### src/rtl/fpsr_pkg.sv
`timescale 1ns/1ps
package fpsr_pkg;
  localparam int FLG_W    = 5;
  localparam int CEXC_LSB = 0;
  localparam int AEXC_LSB = 5;
  localparam int FTT_LSB  = 14;
  localparam int FTT_W    = 3;
  localparam int VER_LSB  = 17;
  localparam int VER_W    = 3;
  localparam int TEM_LSB  = 23;
  localparam int RD_LSB   = 30;
  localparam int RD_W     = 2;
  localparam int RM_W     = 4;

  localparam logic [FTT_W-1:0] FTT_IEEE = 3'b001;

  typedef enum logic [RD_W-1:0] {
    RD_NEAREST = 2'd0,
    RD_ZERO    = 2'd1,
    RD_POS     = 2'd2,
    RD_NEG     = 2'd3
  } rd_e;

  localparam logic [RM_W-1:0] RM_NEAREST = 4'b0001;
  localparam logic [RM_W-1:0] RM_ZERO    = 4'b0010;
  localparam logic [RM_W-1:0] RM_POS     = 4'b0100;
  localparam logic [RM_W-1:0] RM_NEG     = 4'b1000;
endpackage

### src/rtl/fpsr_rst_sync.sv
`timescale 1ns/1ps
module fpsr_rst_sync #(
  parameter int STAGES = 2
) (
  input  logic clk,
  input  logic rst_n,
  output logic rst_sync_n
);
  logic [STAGES-1:0] sync_q;

  always_ff @(posedge clk or negedge rst_n) begin
    if (!rst_n) sync_q <= '0;
    else        sync_q <= {sync_q[STAGES-2:0], 1'b1};
  end

  assign rst_sync_n = sync_q[STAGES-1];
endmodule

### src/rtl/fpsr_exc_update.sv
`timescale 1ns/1ps
module fpsr_exc_update
  import fpsr_pkg::*;
#(
  parameter int W = 32
) (
  input  logic [W-1:0]     cur,
  input  logic [FLG_W-1:0] flags,
  output logic [W-1:0]     nxt,
  output logic             take_trap
);
  logic [FLG_W-1:0] tem;
  logic [FLG_W-1:0] hit;

  assign tem = cur[TEM_LSB +: FLG_W];
  assign hit = flags & tem;

  always_comb begin
    nxt                         = cur;
    nxt[CEXC_LSB +: FLG_W]      = flags;
    nxt[FTT_LSB +: FTT_W]       = '0;
    take_trap                   = |hit;
    if (take_trap) begin
      nxt[FTT_LSB +: FTT_W]     = FTT_IEEE;
    end else begin
      nxt[AEXC_LSB +: FLG_W]    = cur[AEXC_LSB +: FLG_W] | flags;
    end
  end
endmodule

### src/rtl/fpsr_rnd_decode.sv
`timescale 1ns/1ps
module fpsr_rnd_decode
  import fpsr_pkg::*;
(
  input  logic [RD_W-1:0] rd_field,
  output logic [RM_W-1:0] rnd_mode
);
  always_comb begin
    unique case (rd_e'(rd_field))
      RD_NEAREST: rnd_mode = RM_NEAREST;
      RD_POS:     rnd_mode = RM_POS;
      RD_NEG:     rnd_mode = RM_NEG;
      default:    rnd_mode = RM_ZERO;
    endcase
  end
endmodule

### src/rtl/fpsr_state.sv
`timescale 1ns/1ps
module fpsr_state
  import fpsr_pkg::*;
#(
  parameter int W = 32
) (
  input  logic         clk,
  input  logic         rst_n,
  input  logic         sw_wr,
  input  logic [W-1:0] sw_wdata,
  input  logic         flag_vld,
  input  logic [W-1:0] upd_nxt,
  input  logic         upd_trap,
  output logic [W-1:0] fsr_q,
  output logic         trap_q
);
  localparam logic [W-1:0] VER_MASK =
    {{(W-VER_W){1'b0}}, {VER_W{1'b1}}} << VER_LSB;

  logic [W-1:0] fsr_d;
  logic         fsr_en;
  logic         trap_d;

  always_comb begin
    fsr_en = sw_wr | flag_vld;
    fsr_d  = fsr_q;
    trap_d = 1'b0;
    if (sw_wr) begin
      fsr_d = sw_wdata & ~VER_MASK;
    end else if (flag_vld) begin
      fsr_d  = upd_nxt;
      trap_d = upd_trap;
    end
  end

  always_ff @(posedge clk or negedge rst_n) begin
    if (!rst_n) begin
      fsr_q  <= '0;
      trap_q <= 1'b0;
    end else begin
      if (fsr_en) fsr_q <= fsr_d;
      trap_q <= trap_d;
    end
  end
endmodule

### src/rtl/fpsr_exc_unit.sv
`timescale 1ns/1ps
module fpsr_exc_unit
  import fpsr_pkg::*;
#(
  parameter int               W       = 32,
  parameter logic [VER_W-1:0] VERSION = 3'd5
) (
  input  logic             clk,
  input  logic             rst_n,
  input  logic             flag_vld,
  input  logic [FLG_W-1:0] flags,
  input  logic             sw_wr,
  input  logic [W-1:0]     sw_wdata,
  output logic [W-1:0]     rd_data,
  output logic             trap_req,
  output logic [RM_W-1:0]  rnd_mode
);
  localparam logic [W-1:0] VER_MASK =
    {{(W-VER_W){1'b0}}, {VER_W{1'b1}}} << VER_LSB;
  localparam logic [W-1:0] VER_BITS =
    {{(W-VER_W){1'b0}}, VERSION} << VER_LSB;

  logic         rst_sync_n;
  logic [W-1:0] fsr_q;
  logic [W-1:0] upd_nxt;
  logic         upd_trap;

  fpsr_rst_sync #(.STAGES(2)) u_rst (
    .clk        (clk),
    .rst_n      (rst_n),
    .rst_sync_n (rst_sync_n)
  );

  fpsr_exc_update #(.W(W)) u_upd (
    .cur       (fsr_q),
    .flags     (flags),
    .nxt       (upd_nxt),
    .take_trap (upd_trap)
  );

  fpsr_state #(.W(W)) u_state (
    .clk      (clk),
    .rst_n    (rst_sync_n),
    .sw_wr    (sw_wr),
    .sw_wdata (sw_wdata),
    .flag_vld (flag_vld),
    .upd_nxt  (upd_nxt),
    .upd_trap (upd_trap),
    .fsr_q    (fsr_q),
    .trap_q   (trap_req)
  );

  fpsr_rnd_decode u_rnd (
    .rd_field (fsr_q[RD_LSB +: RD_W]),
    .rnd_mode (rnd_mode)
  );

  assign rd_data = fsr_q | VER_BITS;

  // Assertions next to the logic they guard
  p_cexc_load_r2: assert property (@(posedge clk) disable iff (!rst_sync_n)
    (flag_vld && !sw_wr) |=> (fsr_q[CEXC_LSB +: FLG_W] == $past(flags)));

  p_trap_cause_r3: assert property (@(posedge clk) disable iff (!rst_sync_n)
    trap_req |-> ($past(flag_vld && !sw_wr) && fsr_q[FTT_LSB +: FTT_W] == FTT_IEEE));

  p_acc_hold_r4: assert property (@(posedge clk) disable iff (!rst_sync_n)
    trap_req |-> $stable(fsr_q[AEXC_LSB +: FLG_W]));

  p_ver_field_r8: assert property (@(posedge clk) disable iff (!rst_sync_n)
    rd_data[VER_LSB +: VER_W] == VERSION);

  p_rnd_onehot_r9: assert property (@(posedge clk) disable iff (!rst_sync_n)
    $countones(rnd_mode) == 1);

  p_wr_wins_r10: assert property (@(posedge clk) disable iff (!rst_sync_n)
    sw_wr |=> (!trap_req && fsr_q == ($past(sw_wdata) & ~VER_MASK)));
endmodule

### config.mk
export PLATFORM = sky130hd
export DESIGN_NAME = fpsr_exc_unit
export DESIGN_NICKNAME = d
export VERILOG_FILES = /design/src/rtl/fpsr_pkg.sv /design/src/rtl/fpsr_rst_sync.sv /design/src/rtl/fpsr_exc_update.sv /design/src/rtl/fpsr_rnd_decode.sv /design/src/rtl/fpsr_state.sv /design/src/rtl/fpsr_exc_unit.sv
export SDC_FILE = /design/constraint.sdc
export NUM_CORES = 1
export LEC_CHECK = 0
export CORE_ASPECT_RATIO = 1.2
export CORE_MARGIN = 5
export CORE_UTILIZATION = 60
export CTS_CLUSTER_SIZE = 12
export DETAILED_ROUTE_END_ITERATION = 8
export DONT_BUFFER_PORTS = 1
export GPL_TIMING_DRIVEN = 0
export HOLD_SLACK_MARGIN = 0.15
export PLACE_DENSITY_LB_ADDON = 0.1
export SLEW_MARGIN = 15
export SYNTH_ARGS = -nofsm -noshare
export SYNTH_HDL_FRONTEND = slang
export SYNTH_SLANG_ARGS = --single-unit
### constraint.sdc
create_clock -name clk -period 2 [get_ports clk]
set_input_delay 0.6 -clock clk [delete_from_list [all_inputs] [get_ports clk]]
set_output_delay 0.6 -clock clk [all_outputs]
set_load 0.05 [all_outputs]
Word level (Yosys, flattened, before mapping)

Cells that the tools add are included.
W data, S select, Z words.

Logic and storage cells: 24
Output and inout bits: 37
Bits of input ports: 41
Flip-flop bits (word level): 35

Equality and inequality tests: 3
Muxes and demuxes: 7
Bitwise gates (word level): 3
Reduce and logical (&&, ||, !) cells: 6

Operators by type and width:

| operator             | number |
|---|---|
| $mux W32             | 1 |
| $mux W17             | 1 |
| $pmux W4 S3          | 1 |
| $and A5 B5 Y5        | 1 |
| $mux W5              | 1 |
| $or A5 B5 Y5         | 1 |
| $reduce_or A5 Y1     | 1 |
| $eq A2 B2 Y1 const B | 2 |
| $reduce_and A2 Y1    | 2 |
| $mux W1              | 3 |
| $reduce_and A3 Y1    | 1 |
| $logic_not A2 Y1     | 1 |
| $ne A2 B2 Y1 const B | 1 |
| $reduce_bool A2 Y1   | 1 |
| $or A1 B1 Y1         | 1 |

Logic depth before layout (Yosys ltp)

Gate-level depths: netlist of run 1.

Depth in word-level cells: 5
Gate-level depth with buffers: 5
Gate-level depth less buffers: 3

Hierarchy

From an unflattened synthesis of run 1, not the netlist that was laid out.

Cells, all modules: 185
Area total of the unflattened synthesis: 1903.1 um^2

By module, submodules not included:

| module          | cells each | instances | area an instance (um^2) | sequential area each (um^2) |
|---|---|---|---|---|
| fpsr_state      | 139        | 1         | 1532.7                  | 825.8 |
| fpsr_exc_update | 36         | 1         | 271.5                   | 0.0 |
| fpsr_rst_sync   | 3          | 1         | 53.8                    | 50.0 |
| fpsr_rnd_decode | 4          | 1         | 26.3                    | 0.0 |
| fpsr_exc_unit   | 3          | 1         | 18.8                    | 0.0 |

Least setup slack after synthesis of run 1

Ideal clock, no wire load.

Path kind: reg2out
Start point: register u_state.fsr_q[31]
End point: output port rnd_mode[2]
Setup slack: -0.044 ns
Stages on the path, launching flop included: 2
Path buffers: 0
Data required time: 1.400 ns
Data arrival time: 1.444 ns
Path through: dfrtp_1 > nor2b_1

Word-level cells in the longest chain between the ends: 2
Elaborated cells between the ends (all ways): 4
Classes of those cells: 2 x eq/ne; 1 x mux; 1 x reduce/logical

RTL lines:

| item                                                    | RTL line             | RTL |
|---|---|---|
| from (decl)                                             | fpsr_state.sv:14     | `output logic [W-1:0] fsr_q,` |
| from (signal assigned)                                  | fpsr_state.sv:41     | `if (fsr_en) fsr_q <= fsr_d;` |
| $eq A2 B2 Y1 / $logic_not A2 Y1 (equally long branches) | fpsr_rnd_decode.sv:9 | `unique case (rd_e'(rd_field))` |
| $pmux W4 S3 (*)                                         | fpsr_rnd_decode.sv:9 |  |
| to (decl)                                               | fpsr_exc_unit.sv:16  | `output logic [RM_W-1:0] rnd_mode` |

Mark *: on every way between the ends. The rest lies on a longest branch, timed or not.

Worst setup path after layout of run 1

Ends and elaborated chain as after synthesis.

==> results of run 1 <==
-- timing repair --
item	CTS	global route
resized for setup	9	1
hold buffers	1	0
hold endpoints to repair	2	0
endpoints found under the setup margin	4	1
-- Yosys cell counts --
| cell type | number |
|---|---|
| a22oi_1 | 1 |
| a222oi_1 | 1 |
| buf_6 | 1 |
| conb_1 | 2 |
| dfrtp_1 | 32 |
| and2_1 | 1 |
| and3b_1 | 1 |
| nand2b_1 | 1 |
| a21oi_1 | 1 |
| nor3_1 | 2 |
| mux2_2 | 16 |
| nor2b_1 | 8 |
| clkbuf_1 | 2 |
| buf_2 | 2 |
| nor2_1 | 2 |
| mux2i_1 | 5 |
| nand2_1 | 5 |
| a22o_1 | 2 |
| o21ai_0 | 5 |
| buf_4 | 4 |
| a221o_1 | 5 |
-- report_power, final --
part / switching, W / internal [W]
logic: 0.0000894 / 0.0000776
registers: 0.000277 / 0.000706
clock network: 0.000211 / 0.000332
-- layout by cell type (no fill, tap or decap) --
cell	instances
a22oi_1	1
buf_2	2
nor2_4	1
nor2_1	1
a22o_1	2
bufinv_16	1
nor3_1	2
and2_2	1
conb_1	4
o21ai_0	5
and3b_1	1
mux2i_1	5
clkbuf_8	2
mux2_2	16
nor2b_1	6
a221o_1	5
clkbuf_1	2
clkbuf_4	5
nand2b_1	1
buf_4	4
dlygate4sd3_1	1
nor2b_4	2
nand2_1	5
buf_6	1
dfrtp_2	2
dfrtp_1	29
dfrtp_4	1
a21oi_1	1
a222oi_1	1
-- worst max-delay path by stage --
| stage | from | endpoint | slack [ns] | depth (start not counted) |
|---|---|---|---|---|
| after global routing | u_state.fsr_q[31]$_DFFE_PN0P_ | rnd_mode[2] | 0.002 | 1 |
| after global placement | u_state.fsr_q[30]$_DFFE_PN0P_ | rnd_mode[1] | -0.09 | 1 |
| after CTS | u_state.fsr_q[30]$_DFFE_PN0P_ | rnd_mode[1] | 0.03 | 1 |
| after detailed placement | u_state.fsr_q[30]$_DFFE_PN0P_ | rnd_mode[1] | -0.09 | 1 |
| after floorplan | u_state.fsr_q[31]$_DFFE_PN0P_ | rnd_mode[2] | -0.04 | 1 |
| final | u_state.fsr_q[31]$_DFFE_PN0P_ | rnd_mode[2] | 0.05 | 1 |
-- per-layer routing --
metal	vias to the layer above	wire (µm)	global-route usage
met3	7	377	0.1283
li1	365	-	-
met2	46	1482	0.3316
met1	386	889	0.1871
met5	-	0	0
met4	0	58	0.07664
-- metrics by stage --
stage / power, W / worst slack [ns] / util / instances / setup TNS [ns]
after detailed placement: 0.001151 / -0.09173 / 0.6588 / 131 / -0.1779
final: 0.001692 / 0.04890 / 0.7240 / 140 / 0
after floorplan: 0.001116 / -0.04378 / - / 101 / -0.08689
after global placement: 0.001142 / -0.08809 / 0.6588 / 131 / -0.1702
after global routing: 0.001757 / 0.001560 / 0.7240 / 140 / 0
after CTS: 0.001707 / 0.03487 / 0.7222 / 140 / 0
-- area by class of cell --
cell class | instances | share of cell area
timing repair buffer | 1 | 0.006672
tap | 30 | 0.02502
clock buffer | 7 | 0.04337
clock inverter | 1 | 0.02002
buffer | 9 | 0.03920
sequential | 32 | 0.5379
multi-input combinational | 60 | 0.3278
-- cell families (layout without fill, tap and decap cells) --
family                 after synthesis  in the layout  synth area share
other                                2              4          0.005689
AOI/OAI and AO/OA                   15             15           0.08720
DFF                                 32             32            0.6066
and+or+nand+nor                     20             20           0.08153
buffers and inverters                9             18           0.04455
muxes                               21             21            0.1744
-- sequential cells by signal, summed over array words and instances (netlist names) --
signal / flops
u_state.fsr_q: 29
u_state.trap_q: 1
u_rst.sync_q: 2
==> results.yml, run 1 <==
setup_path:
  slowest_delay_ns: 0.61
  critical_path.cell_chain: "nor2b_4"
  critPathArrivalTime_ns: 1.35
  critPathSlowestCell: "dfrtp_2"
  reg2reg_to: "u_state.fsr_q[6]$_DFFE_PN0P_"
  r2r_setup_slack_ns: 0.32
  worstPathRequired_ns: 1.40
  start_kind: "flip-flop"
  reg2regPathDepth: 4
  crit_fanout: 6
  reg2reg_from: "u_state.fsr_q[23]$_DFFE_PN0P_"
  critPathCaptureType: "primary output"
  worstPathBufferInverterCount: 0
  crit_type: "reg2out"
  crit_family: "flip-flops"
place:
  portBuffers: 0
  dp_hpwl_um: 2109
  gp_congestion: 0.6973
  placed_area_um2: 1365
synth:
  yosysWarnings: 0
  ys_seq_area_frac: 0.6066
  syn_area_um2: 1320
  synth_area_leaders: "dfrtp_1 (61%), mux2_2 (14%), a221o_1 (3.8%)"
  synth_cells: 99
  netlist.top_cell.by_area: "dfrtp_1"
  ys_types: 21
  synth_top_cell_area_share: 0.6066
  syn_avg_cell_area_um2: 13.33
  ys_ff_latch: 32
floorplanning:
  io_pins: 78
  initial_core_util: 0.6371
  dieHeight_um: 61.38
  core_area_um2: 2072
  num_rows: 18
  fp.dieW_um: 52.82
  dieArea_um2: 3242
sta:
  whs_ns: 0.2894
  rsz0062_at_grt: "no"
  fmax_mhz: 512.5
  final-setup-viol-count: 0
  fin_crit_sh: 0.9756
  tightestPinTransition_ns: 0.6266
  slew-limit-headroom: 0.5822
  skew_ns: 0.003640
  final_max_slew_viol_count: 0
  hold_viol: 0
  fin_crit_ns: 1.951
route:
  drc: 0
  wl_per_cell_um: 20.05
  vias: 804
  drt_wl_total_um: 2807
  drtIter0Drc: 11
  final_antenna_net_count: 0
  first_pass_iters: 5
  via_per_inst: 5.743
cts:
  cts-root-buf: "clkbuf_4"
  clk_pin_slew_ns: 0.10
  cts_setup_buffers: 0
  cts_tree: "yes"
  numCtsBuffers: 5
  cts_sinks: 32
  htreeDepth: 2
  worstSkewPairLatency_ns: 0.33
  clk_path_buf_depth: 2
finish:
  area_growth_pct: 13.65
  nNetsFinal: 150
  finalInstanceArea_um2: 1500
  multi_input_area_um2: 491.7
  nFillCells: 159
  regArea_um2: 807.0
  antenna_cells: 0
  drive_above_1_share: 0.3455
global_route:
  grt_pass1_vias: 914
  grt_pass1_wl_um: 4319
  antenna_found_initial: 0
  grt_max_degree: 31
  track_usage: 0.1952
  overflow: 0
pwr:
  p_per_area_nw_per_um2: 1128
  leakage_nw: 0.6689
  ir_worst_vdd_mv: 0.7919
hold_path:
  hold_class: "reg2async"
outcome:
  status: "finished clean"
flow_run:
  drv_cap: 0
Note: power is estimated with default switching activity, not from simulation.
==> run 2: changes to the inputs <==
==> constraint.sdc (replaced) <==
create_clock -name clk -period 2.25 [get_ports clk]
set_input_delay 0.675 -clock clk [delete_from_list [all_inputs] [get_ports clk]]
set_output_delay 0.675 -clock clk [all_outputs]
set_load 0.05 [all_outputs]
==> results.yml, run 2 (synthesized netlist as in run 1, its figures left out) <==
outcome:
  status: "finished, violations left"
  failed_checks: "setup timing"
sta:
  fin_crit_ns: 2.331
  rsz0062_at_grt: "yes"
  final-setup-viol-count: 2
  slew-limit-headroom: 0.5823
  tns_ns: -0.1551
  skew_ns: 0.003083
  fin_crit_sh: 1.036
  final_max_slew_viol_count: 0
  fmax_mhz: 428.9
  timing.final.ws_setup_ns: -0.08145
  hold_viol: 0
  tightestPinTransition_ns: 0.6266
setup_path:
  crit_fanout: 6
  critical_path.cell_chain: "nor2b_2"
  critPathCaptureType: "primary output"
  start_kind: "flip-flop"
  crit_type: "reg2out"
  crit_family: "flip-flops"
  worstPathRequired_ns: 1.57
  slowest_delay_ns: 0.73
  critPathSlowestCell: "dfrtp_1"
  critPathArrivalTime_ns: 1.66
  worstPathBufferInverterCount: 0
floorplanning:
  initial_core_util: 0.6371
  dieHeight_um: 61.38
  dieArea_um2: 3242
  fp.dieW_um: 52.82
  num_rows: 18
  io_pins: 78
  core_area_um2: 2072
pwr:
  p_clk_frac: 0.322
  internal_power_w: 0.0009857
  ir_worst_vdd_mv: 0.7038
  leakage_nw: 0.6621
  power_w: 0.001495
  power.switching_w: 0.0005094
  p_per_area_nw_per_um2: 1010
  p_sw_frac: 0.3407
  p_comb_frac: 0.097
  seqPwrFrac: 0.581
cts:
  clk_path_buf_depth: 2
  cts-root-buf: "clkbuf_4"
  numCtsBuffers: 5
  cts_tree: "yes"
  cts_sinks: 32
  htreeDepth: 2
  clk_pin_slew_ns: 0.09
  worstSkewPairLatency_ns: 0.33
finish:
  multi_input_area_um2: 476.7
  regMostFlops: "u_state.fsr_q"
  area_growth_pct: 12.13
  nNetsFinal: 150
  top_regs: "u_state.fsr_q x29, u_rst.sync_q x2, u_state.trap_q x1"
  mostFrequentLayoutCell: "dfrtp_1"
  finalInstanceArea_um2: 1480
  largest_reg_flops: 29
  regArea_um2: 802.0
  antenna_cells: 0
  drive_above_1_share: 0.3273
  final_cell_mix: "dfrtp_1 (31), mux2_2 (16), nor2b_1 (6)"
  nFillCells: 160
  instances_no_fill: 140
global_route:
  grt_max_degree: 31
  track_usage: 0.1932
  antenna_found_initial: 0
  grt_pass1_wl_um: 4264
  overflow: 0
  grt_pass1_vias: 898
hold_path:
  hold_class: "reg2async"
route:
  via_per_inst: 5.729
  drt_wl_total_um: 2797
  final_antenna_net_count: 0
  wl_per_cell_um: 19.98
  drtIter0Drc: 11
  vias: 802
  drc: 0
  first_pass_iters: 5
place:
  dp.cells: 131
  gp_congestion: 0.6973
  placed_area_um2: 1365
  portBuffers: 0
  dp_hpwl_um: 2109
flow_run:
  drv_cap: 0
-- run 2: cell counts in the layout (fill, tap and decap cells not counted) --
Identical to the previous run, type by type.
-- run 2: power by group through the flow --
stage	logic [W]	registers, W	clock network, W
floorplan	0.000127	0.000865	0
finish	0.000145	0.000869	0.000482
detailed placement	0.000142	0.000881	0
global route	0.000158	0.000879	0.000516
CTS	0.000146	0.000871	0.000493
global placement	0.000136	0.000879	0
-- run 2: cell type report --
class | count | share of cell area
Buffer | 9 | 0.03973
Clock inverter | 1 | 0.02029
Tap cell | 30 | 0.02536
Multi-Input combinational cell | 60 | 0.3221
Clock buffer | 7 | 0.04396
Sequential cell | 32 | 0.5418
Timing Repair Buffer | 1 | 0.006762
-- run 2: stage by stage --
stage	utilization	hold WS (ns)	worst slack [ns]
2_1_floorplan	-	0.3312	0.1312
3_3_place_gp	0.6588	0.3418	0.08691
3_5_place_dp	0.6588	0.3372	0.08327
4_1_cts	0.7138	0.3812	-0.09919
5_1_grt	0.7144	0.3582	-0.1399
6_report	0.7144	0.2894	-0.08145
-- run 2: metal layers --
layer	wire, µm	global-route usage	part of all wire	up-vias
li1	-	-	-	364
met1	911	0.1871	0.33	385
met2	1460	0.3245	0.52	46
met3	368	0.1283	0.13	7
met4	58	0.07664	0.021	0
met5	0	0	0	-
-- run 2: what timing repair did --
item | 4_1_cts | 5_1_grt
resized for setup | 4 | 0
setup endpoints to repair | 4 | 2
hold buffers | 1 | 0
endpoints found under the hold margin | 2 | 0
buffers inserted | 0 | 0
-- run 2: path summary, 6_finish.rpt --
path,start,end,cells after the start,slack (ns)
min,u_rst.sync_q[1]$_DFF_PN0_,u_state.fsr_q[10]$_DFFE_PN0P_,0,0.29
min in group clk,u_rst.sync_q[0]$_DFF_PN0_,u_rst.sync_q[1]$_DFF_PN0_,0,0.37
max in group asynchronous,rst_n,u_rst.sync_q[1]$_DFF_PN0_,1,1.55
min reg2reg,u_rst.sync_q[1]$_DFF_PN0_,u_state.fsr_q[10]$_DFFE_PN0P_,0,0.29
max,u_state.fsr_q[31]$_DFFE_PN0P_,rnd_mode[2],1,-0.08
max reg2reg,u_state.fsr_q[23]$_DFFE_PN0P_,u_state.fsr_q[6]$_DFFE_PN0P_,4,0.57
==> run 3: changes to the inputs <==
--- a/config.mk
+++ b/config.mk
@@ -5,6 +5,7 @@
 export SDC_FILE = /design/constraint.sdc
 export NUM_CORES = 1
 export LEC_CHECK = 0
+export ABC_AREA = 1
 export CORE_ASPECT_RATIO = 1.2
 export CORE_MARGIN = 5
 export CORE_UTILIZATION = 60
==> results.yml, run 3 <==
pwr:
  leakage_nw: 0.8406
  ir_worst_vdd_mv: 0.6985
  p_per_area_nw_per_um2: 893.3
synth:
  netlist.top_cell.by_area: "dfrtp_1"
  synthArstFlopShare: 1.000
  syn_avg_cell_area_um2: 8.319
  synth_area_leaders: "dfrtp_1 (56%), nand2_1 (22%), nand3_1 (6.3%)"
  ys_seq_area_frac: 0.5629
  synth_ff_type: "dfrtp_1"
  syn_area_um2: 1423
  synth_edf_count: 0
  synth.most_common_cell: "nand2_1"
  ys_types: 18
  synth_common_cells: "nand2_1 (84), dfrtp_1 (32), nand3_1 (18)"
  ys_ff_latch: 32
  yosysWarnings: 0
  synth_cells: 171
  synth_top_cell_area_share: 0.5629
route:
  wl_per_cell_um: 15.46
  drtIter0Drc: 38
  via_per_inst: 5.357
  drc: 0
  vias: 1141
  drt_wl_total_um: 3294
  first_pass_iters: 4
  final_antenna_net_count: 0
place:
  dp_hpwl_um: 2528
  placed_area_um2: 1469
  portBuffers: 0
  gp_congestion: 0.8927
  dp_slack_ns: 0.08267
  dp.cells: 204
sta:
  final_max_slew_viol_count: 0
  rsz0062_at_grt: "no"
  timing.final.ws_setup_ns: 0.09613
  skew_ns: 0.004556
  tightestPinTransition_ns: 0.6314
  fin_crit_ns: 2.154
  slew-limit-headroom: 0.5791
  fin_crit_sh: 0.9573
  final-setup-viol-count: 0
  hold_viol: 0
  fmax_mhz: 464.3
  tns_ns: 0
global_route:
  grt_pass1_wl_um: 5368
  overflow: 0
  grt_pass1_vias: 1139
  busiest_layer: "met2"
  antenna_found_initial: 0
  track_usage: 0.2163
  grt_use_met3: 0.09906
  use_met1: 0.2446
  groute.layer.met2.usage: 0.3473
  grt_max_degree: 31
setup_path:
  crit_type: "reg2out"
  critPathCaptureType: "primary output"
  critPathArrivalTime_ns: 1.48
  worstPathRequired_ns: 1.57
  crit_fanout: 5
  start_kind: "flip-flop"
hold_path:
  hold_class: "reg2async"
finish:
  drive_above_1_share: 0.1703
  mostFrequentLayoutCell: "nand2_1"
  regMostFlops: "u_state.fsr_q"
  instances_no_fill: 213
  antenna_cells: 0
  area_growth_pct: 9.059
  nNetsFinal: 222
  top_regs: "u_state.fsr_q x29, u_rst.sync_q x2, u_state.trap_q x1"
  finalInstanceArea_um2: 1551
  largest_reg_flops: 29
  final_cell_mix: "nand2_1 (84), dfrtp_1 (29), nand3_1 (18), o21ai_0 (6)"
outcome:
  status: "finished clean"
floorplanning:
  io_pins: 78
  initial_core_util: 0.6234
  dieHeight_um: 63.34
  num_rows: 19
  dieArea_um2: 3449
  core_area_um2: 2282
  fp.dieW_um: 54.45
cts:
  cts_sinks: 32
  cts_tree: "yes"
  htreeDepth: 2
  cts_setup_buffers: 0
  cts-root-buf: "clkbuf_4"
  numCtsBuffers: 5
  clk_pin_slew_ns: 0.09
  clk_path_buf_depth: 2
  worstSkewPairLatency_ns: 0.33
flow_run:
  drv_cap: 0
-- run 3: cell count changes in the layout (fill, tap and decap cells not counted), sizes merged, moves of 4 or more --
| cell | previous run | this run |
|---|---|---|
| mux2 | 16 | 0 |
| inv | 0 | 9 |
| nor2b | 8 | 0 |
| a221o | 5 | 0 |
| mux2i | 5 | 0 |
| nand2 | 5 | 84 |
| nand3 | 0 | 18 |
| nor2 | 2 | 6 |
-- run 3: final cells by class --
cell class              instances  area (µm²)
clock buffers                   6       51.30
flip-flops and latches         32       804.5
repair buffers                  1       10.01
plain buffers                   9       67.56
inverters                       9       36.28
clock inverters                 2       10.01
well taps                      31       38.79
fillers                       196       730.7
multi-input cells             123       533.0
-- run 3: per-layer routing --
metal	share of wire	vias up
li1	-	544
met1	0.35	535
met2	0.50	55
met3	0.12	7
met4	0.022	0
met5	0	-
-- run 3: cells by family after synthesis --
kind of cell | synth area share
other | 0.005279
buffers and inverters | 0.07300
AO/OA/AOI/OAI | 0.05101
flip-flops | 0.5629
AND/OR/NAND/NOR | 0.3078
-- run 3: through the flow --
step	total power [W]	util	hold slack (ns)
after global placement	0.001047	0.6436	0.3385
after floorplan	0.001017	-	0.3312
final	0.001386	0.6798	0.2952
after detailed placement	0.001057	0.6436	0.3388
after global routing	0.001454	0.6798	0.3545
after CTS	0.001396	0.6793	0.3642
-- run 3: worst max-delay path: stages, from the launching register on --
cell and delay [ns]:
dfrtp_2 0.58, inv_1 0.12, nor2_2 0.45
-- run 3: power by group --
group / internal [W] / total (W) / switching [W]
Sequential: 0.000627 / 0.000884 / 0.000257
Clock: 0.000148 / 0.000338 / 0.000189
Combinational: 0.0000544 / 0.000164 / 0.000110
-- run 3: final timing paths --
| check | cells after the start | startpoint | to | slack [ns] |
|---|---|---|---|---|
| setup reg to reg | 6 | u_state.fsr_q[23]$_DFFE_PN0P_ | u_state.fsr_q[5]$_DFFE_PN0P_ | 0.83 |
| hold / removal | 0 | u_rst.sync_q[1]$_DFF_PN0_ | u_state.fsr_q[26]$_DFFE_PN0P_ | 0.30 |
| max in group asynchronous | 0 | u_rst.sync_q[1]$_DFF_PN0_ | u_state.fsr_q[31]$_DFFE_PN0P_ | 1.51 |
| setup / recovery | 2 | u_state.fsr_q[31]$_DFFE_PN0P_ | rnd_mode[2] | 0.1 |
| hold reg to reg | 0 | u_rst.sync_q[1]$_DFF_PN0_ | u_state.fsr_q[26]$_DFFE_PN0P_ | 0.30 |
| min in group clk | 0 | u_rst.sync_q[0]$_DFF_PN0_ | u_rst.sync_q[1]$_DFF_PN0_ | 0.36 |
-- run 3: timing repair --
item | 4_1_cts | 5_1_grt
gates resized for setup | 5 | 0
endpoints found under the hold margin | 2 | 0
hold buffers | 1 | 0
endpoints found under the setup margin | 3 | 0
